## src/rtl/segXlatePkg.sv

```systemverilog
package segXlatePkg;

  localparam int SEL_W   = 16;
  localparam int OFF_W   = 32;
  localparam int LIN_W   = 32;
  localparam int REAL_W  = 20;
  localparam int LIMIT_W = 20;
  localparam int DESC_W  = 64;
  localparam int IDXF_W  = SEL_W - 3;

  // Descriptor, most significant field first.
  typedef struct packed {
    logic [8:0]         rsvd;
    logic               writable;
    logic               isCode;
    logic               gran;
    logic [LIMIT_W-1:0] limit;
    logic [LIN_W-1:0]   base;
  } descT;

  // Strobes from control to datapath.
  typedef struct packed {
    logic loadStage1;
    logic loadStage2;
  } strobeT;

endpackage

```

## src/rtl/segXlateCtrl.sv

```systemverilog
module segXlateCtrl
  import segXlatePkg::*;
(
  input  logic   clk,
  input  logic   rstN,
  input  logic   reqValid,
  output strobeT strobes,
  output logic   rspValid
);

  logic s1Valid;

  always_ff @(posedge clk) begin
    if (!rstN) begin
      s1Valid  <= 1'b0;
      rspValid <= 1'b0;
    end else begin
      s1Valid  <= reqValid;
      rspValid <= s1Valid;
    end
  end

  assign strobes.loadStage1 = reqValid;
  assign strobes.loadStage2 = s1Valid;

  AST_RESP_LATENCY: assert property (@(posedge clk) disable iff (!rstN)
    reqValid |-> ##2 rspValid);

  AST_STAGE_ORDER: assert property (@(posedge clk) disable iff (!rstN)
    s1Valid |=> rspValid);

endmodule

```

## src/rtl/segXlateDatapath.sv

```systemverilog
module segXlateDatapath
  import segXlatePkg::*;
#(
  parameter int DEPTH = 8,
  localparam int IDX_W = (DEPTH > 1) ? $clog2(DEPTH) : 1
) (
  input  logic              clk,
  input  logic              rstN,
  input  strobeT            strobes,
  input  logic              tblWrEn,
  input  logic              tblWrLocal,
  input  logic [IDX_W-1:0]  tblWrIdx,
  input  descT              tblWrDesc,
  input  logic              reqProt,
  input  logic              reqWrite,
  input  logic [SEL_W-1:0]  reqSel,
  input  logic [OFF_W-1:0]  reqOffset,
  output logic              rspFault,
  output logic [LIN_W-1:0]  rspLinear
);

  // Selector decode: index, table pick; low two bits unused.
  logic [IDXF_W-1:0] selIdx;
  logic              selLocal;
  logic              idxBad;
  logic [IDX_W-1:0]  rdIdx;

  assign selIdx   = reqSel[SEL_W-1:3];
  assign selLocal = reqSel[2];
  assign idxBad   = selIdx >= IDXF_W'(DEPTH);
  assign rdIdx    = idxBad ? '0 : IDX_W'(selIdx);

  descT pick [2];

  // One descriptor store per table.
  for (genvar t = 0; t < 2; t++) begin : gTable
    descT entries [DEPTH];

    always_ff @(posedge clk) begin
      if (!rstN) begin
        for (int i = 0; i < DEPTH; i++) entries[i] <= '0;
      end else if (tblWrEn && (tblWrLocal == t[0]) && (32'(tblWrIdx) < DEPTH)) begin
        entries[tblWrIdx] <= tblWrDesc;
      end
    end

    assign pick[t] = entries[rdIdx];
  end

  // Stage 1: capture request and the descriptor as it stood before this edge.
  logic             s1Prot;
  logic             s1Write;
  logic             s1IdxBad;
  logic [SEL_W-1:0] s1Seg;
  logic [OFF_W-1:0] s1Offset;
  descT             s1Desc;

  always_ff @(posedge clk) begin
    if (!rstN) begin
      s1Prot   <= 1'b0;
      s1Write  <= 1'b0;
      s1IdxBad <= 1'b0;
      s1Seg    <= '0;
      s1Offset <= '0;
      s1Desc   <= '0;
    end else if (strobes.loadStage1) begin
      s1Prot   <= reqProt;
      s1Write  <= reqWrite;
      s1IdxBad <= idxBad;
      s1Seg    <= reqSel;
      s1Offset <= reqOffset;
      s1Desc   <= pick[selLocal];
    end
  end

  // Stage 2: compute address and fault.
  logic [REAL_W-1:0] realSum;
  logic [LIN_W-1:0]  effLimit;
  logic              limitFault;
  logic              rightsFault;
  logic              protFault;
  logic [LIN_W-1:0]  nextLinear;

  assign realSum     = {s1Seg, 4'b0000} + {4'b0000, s1Offset[15:0]};
  assign effLimit    = s1Desc.gran ? {s1Desc.limit, 12'hFFF}
                                   : {{(LIN_W-LIMIT_W){1'b0}}, s1Desc.limit};
  assign limitFault  = s1Offset > effLimit;
  assign rightsFault = s1Write && (s1Desc.isCode || !s1Desc.writable);
  assign protFault   = s1Prot && (s1IdxBad || limitFault || rightsFault);

  always_comb begin
    if (!s1Prot)        nextLinear = {{(LIN_W-REAL_W){1'b0}}, realSum};
    else if (protFault) nextLinear = '0;
    else                nextLinear = s1Desc.base + s1Offset;
  end

  always_ff @(posedge clk) begin
    if (!rstN) begin
      rspFault  <= 1'b0;
      rspLinear <= '0;
    end else if (strobes.loadStage2) begin
      rspFault  <= protFault;
      rspLinear <= nextLinear;
    end
  end

  AST_REAL_NO_FAULT: assert property (@(posedge clk) disable iff (!rstN)
    (strobes.loadStage2 && !s1Prot) |=> !rspFault);

  AST_REAL_HIGH_ZERO: assert property (@(posedge clk) disable iff (!rstN)
    (strobes.loadStage2 && !s1Prot) |=> (rspLinear[LIN_W-1:REAL_W] == '0));

  AST_BAD_INDEX_FAULT: assert property (@(posedge clk) disable iff (!rstN)
    (strobes.loadStage2 && s1Prot && s1IdxBad) |=> rspFault);

  AST_FAULT_ZERO_ADDR: assert property (@(posedge clk) disable iff (!rstN)
    (strobes.loadStage2 && s1Prot) |=> (!rspFault || rspLinear == '0));

  AST_WRITE_RIGHTS: assert property (@(posedge clk) disable iff (!rstN)
    (strobes.loadStage2 && s1Prot && s1Write && s1Desc.isCode) |=> rspFault);

endmodule

```

## src/rtl/segXlate.sv

```systemverilog
module segXlate
  import segXlatePkg::*;
#(
  parameter int TABLE_DEPTH = 8,
  localparam int IDX_W = (TABLE_DEPTH > 1) ? $clog2(TABLE_DEPTH) : 1
) (
  input  logic             clk,
  input  logic             rstN,
  input  logic             tblWrEn,
  input  logic             tblWrLocal,
  input  logic [IDX_W-1:0] tblWrIdx,
  input  logic [63:0]      tblWrData,
  input  logic             reqValid,
  input  logic             reqProt,
  input  logic             reqWrite,
  input  logic [15:0]      reqSel,
  input  logic [31:0]      reqOffset,
  output logic             rspValid,
  output logic             rspFault,
  output logic [31:0]      rspLinear
);

  strobeT strobes;
  descT   wrDesc;

  assign wrDesc = descT'(tblWrData);

  segXlateCtrl uCtrl (
    .clk      (clk),
    .rstN     (rstN),
    .reqValid (reqValid),
    .strobes  (strobes),
    .rspValid (rspValid)
  );

  segXlateDatapath #(.DEPTH(TABLE_DEPTH)) uData (
    .clk        (clk),
    .rstN       (rstN),
    .strobes    (strobes),
    .tblWrEn    (tblWrEn),
    .tblWrLocal (tblWrLocal),
    .tblWrIdx   (tblWrIdx),
    .tblWrDesc  (wrDesc),
    .reqProt    (reqProt),
    .reqWrite   (reqWrite),
    .reqSel     (reqSel),
    .reqOffset  (reqOffset),
    .rspFault   (rspFault),
    .rspLinear  (rspLinear)
  );

endmodule

```

## config.mk

```make
export PLATFORM = sky130hd
export DESIGN_NAME = segXlate
export DESIGN_NICKNAME = d
export VERILOG_FILES = /design/src/rtl/segXlatePkg.sv /design/src/rtl/segXlateCtrl.sv /design/src/rtl/segXlateDatapath.sv /design/src/rtl/segXlate.sv
export SDC_FILE = /design/constraint.sdc
export NUM_CORES = 2
export LEC_CHECK = 0
export BUFFER_PORTS_ARGS = -buffer_cell sky130_fd_sc_hd__buf_2
export CAP_MARGIN = 20
export CORE_AREA = 2 2 351 353
export CTS_BUF_LIST = sky130_fd_sc_hd__clkbuf_8
export DETAILED_ROUTE_END_ITERATION = 6
export DIE_AREA = 0 0 353 355
export PLACE_DENSITY = 0.65
export SYNTH_ARGS = -nofsm -noshare
export SYNTH_HDL_FRONTEND = slang
export SYNTH_SLANG_ARGS = --single-unit
```

## constraint.sdc

```tcl
create_clock -name clk -period 5.9 [get_ports clk]
set_input_delay 0.295 -clock clk [delete_from_list [all_inputs] [get_ports clk]]
set_output_delay 0.295 -clock clk [all_outputs]
set_load 0.01 [all_outputs]
```

==> results.txt <==
Inst Count DP -> 5,377
placed wire-length estimate -> 78.4 mm
Ports -> 156
Tightest Hold Check Type -> primary input to flop
post-CTS setup repair buffer count -> 0
Reg clk slew, reported paths -> 0.06 ns
unique cell type count in the Yosys netlist -> 61
die area -> 125,000 µm²
fin. max-slew vios -> 0
vias in the first global route -> 31,400
post-synthesis simple-gate area fraction -> 14.4%
final setup fails -> 0
Die X -> 353 µm
Final Wtd Congestion -> 0.891
Routed WL per cell -> 24.5 µm
Post-DP Area -> 50,900 µm²
post-synthesis mux area share -> 8.76%
Filler cells -> 10,900
Core ar. -> 121,000 µm²
Crit Path Category -> flop to flop
clock latency on the worst-skew pair -> 0.92 ns
Avg Cell Area, Syn -> 12.5 µm²
Main synth FF type -> edfxtp_1
Synth Net Count -> 4,065
worst vdd ir -> 0.243 mV
share of cells above drive strength 1 -> 13.9%
crit share post-route -> 68.5%
number of flops mapped to enable cells by yosys -> 880
Root Buffer -> clkbuf_8
endpoints failing hold -> 0
post-route ant nets -> 0
Synth async-reset ratio -> 0%
Detailed Routing Iterations Pass 1 -> 5
Synth top cells by count -> 888 x and2_1, 880 x edfxtp_1, 284 x clkbuf_1
post-synthesis cell area -> 48,400 µm²
final wirelength -> 142 mm
1st-iter DRT viols -> 3,294
fin area -> 55,100 µm²
initial cell density of the core -> 39.8%
gr usage total -> 22.4%
Post-Syn Instances -> 3,866
Worst Tran Pin Value -> 1.16 ns
Critical Path AT -> 4.87 ns
Setup TNS Final -> 0 ns
CTS tree -> built
Yosys reg bits -> 1,021
first-pass GRT wire length -> 208 mm
count of buffers from port buffering -> 146
Compound-Gate Fraction of Synth Area -> 10.2%
Post-Place Worst Slack -> 1.75 ns
register area share after synthesis -> 60.5%
yosys warns -> 0
largest family of logic cells by synthesized area -> simple AND/OR/NAND/NOR gates
initial antenna violation count -> 15
Worst EP required -> 6.73 ns
max-cap violation count -> 0
largest net degree at the start of global routing -> 156
min Tclk post-route -> 4.04 ns
post-synth top area share -> 54.6%
Worst Skew -> 0.0498 ns
nets -> 4,219
GRT Residual Overflow -> 0
status -> complete, no violations
Layout area overhead -> 13.9%
CP max FO -> 22
clk sinks -> 1,021
Worst slew margin -> 22.5%
startpoint types -> flop
crit path capture type -> flop
vias -> 31,900
Worst path max stage delay -> 0.81 ns
Adder-Cell Fraction of Synth Area -> 2.02%
Post-route DRC -> 0
Clock Tree Buf Depth -> 3
slowest CP cell -> dfxtp_1
count leader, synth -> and2_1
area leader, netlist -> edfxtp_1
fmax -> 247 MHz
leakage -> 20.7 nW
cts bufs inserted -> 161
H-tree depth -> 4
Die Y -> 355 µm
row cnt -> 128
RSZ-0062 raised after global routing -> false
PwrDens -> 284 nW/µm²
xor/xnor share of the synthesized area -> 0.670%
final setup margin -> 1.86 ns
Area contributors post-synth -> edfxtp_1 55%, and2_1 11%, dfxtp_1 5.8%
DR vias/cell -> 5.52
total power draw -> 15.6 mW
crit path cell chain -> buf_4 -> nand2_1 -> ha_1 -> nand4_1 -> nor4_1 -> nand4_1 -> or3_1 -> o41a_1 -> nor3_2 -> buf_4 -> and2_1 -> a32o_1
final non-filler cell total -> 5,787
layout by cell type, fill, tap and decap left out, types with 13 or more instances in the layout:
| cell | synthesis | layout |
|---|---|---|
| nand2_1 | 51 | 48 |
| o211ai_1 | 66 | 66 |
| o21ai_0 | 216 | 204 |
| xnor2_1 | 24 | 24 |
| buf_2 | 18 | 141 |
| o22ai_1 | 109 | 109 |
| mux2i_1 | 171 | 171 |
| a21oi_1 | 218 | 218 |
| edfxtp_1 | 880 | 880 |
| a31oi_1 | 15 | 15 |
| ha_1 | 75 | 75 |
| o21ai_1 | 57 | 57 |
| a21o_1 | 19 | 19 |
| mux4_2 | 112 | 112 |
| dlygate4sd3_1 | 0 | 104 |
| nor2b_1 | 57 | 57 |
| clkinv_1 | 1 | 16 |
| inv_1 | 123 | 191 |
| o22a_1 | 54 | 54 |
| nand3_1 | 16 | 15 |
| and2_1 | 888 | 887 |
| dfxtp_1 | 141 | 141 |
| buf_4 | 0 | 55 |
| xor2_1 | 13 | 13 |
| nor2_1 | 112 | 100 |
| clkbuf_8 | 0 | 186 |
final timing paths:
kind                                         start                  end  slack [ns]  cells after the start
worst max-delay path              uData.s1Desc[52]  uData.rspLinear[28]        1.86                     12
worst min-delay path                          rstN     uData.s1Desc[23]        0.11                      3
worst max register to register    uData.s1Desc[52]  uData.rspLinear[28]        1.86                     12
worst min register to register  uData.rspLinear[9]   uData.rspLinear[9]        0.47                      1
worst max-delay path, delay by kind of cell, from the launching register on:
kind            cells  cell delay (ns)
fa+ha+maj           1             0.30
flops               1             0.81
buf+inv             2             0.60
simple gates        7             1.82
compound gates      2             0.40
layer usage:
layer	global-route usage [%]	share of wire (%)
met5	0	0.042
met4	7.41	3.1
met3	4.86	8.4
met2	37.2	48
met1	29.2	40
power breakdown:
part	switching (mW)	internal [mW]	total, mW
sequential	0.184	8.24	8.43
clock	2.90	3.02	5.93
combinational	0.800	0.485	1.28
total	3.89	11.8	15.6
registers in the layout (all words and copies together) (netlist names):
name / flops
uData.gTable.entries: 880
uData.s1Offset: 32
uData.rspLinear: 32
uData.s1Desc: 55
uData.rspFault: 1
uCtrl.s1Valid: 1
uData.s1Write: 1
uData.s1IdxBad: 1
uData.s1Seg: 16
uCtrl.rspValid: 1
uData.s1Prot: 1
kinds of logic after synthesis:
family / count (synthesis)
adders and majority gates: 77
muxes: 283
buffers and inverters: 448
DFF: 1021
xor gates and xnor gates: 37
AOI/OAI and AO/OA: 822
and+or+nand+nor: 1178
area by class of cell:
type | count | area [µm²] | share of cell area (%)
antenna | 11 | 27.5 | 0.0500
clock buffer | 186 | 2560 | 4.65
clock inverter | 108 | 591 | 1.07
inverter | 124 | 465 | 0.845
multi-input combinational | 2397 | 17700 | 32.1
sequential | 1021 | 29200 | 53.1
tap | 1625 | 2030 | 3.69
timing repair buffer | 315 | 2450 | 4.45
what timing repair did:
item,4_1_cts,5_1_grt
endpoints found under the hold margin,941,0
hold buffers,104,0
resized for setup,0,0
metrics by stage:
stage / hold WS (ns) / utilization, %
floorplan: 0.437 / -
global placement: 0.459 / 41.9
detailed placement: 0.465 / 41.9
CTS: 0.0603 / 45.3
global route: 0.141 / 45.4
finish: 0.114 / 45.4
Note: power is estimated with default switching activity, not from simulation.
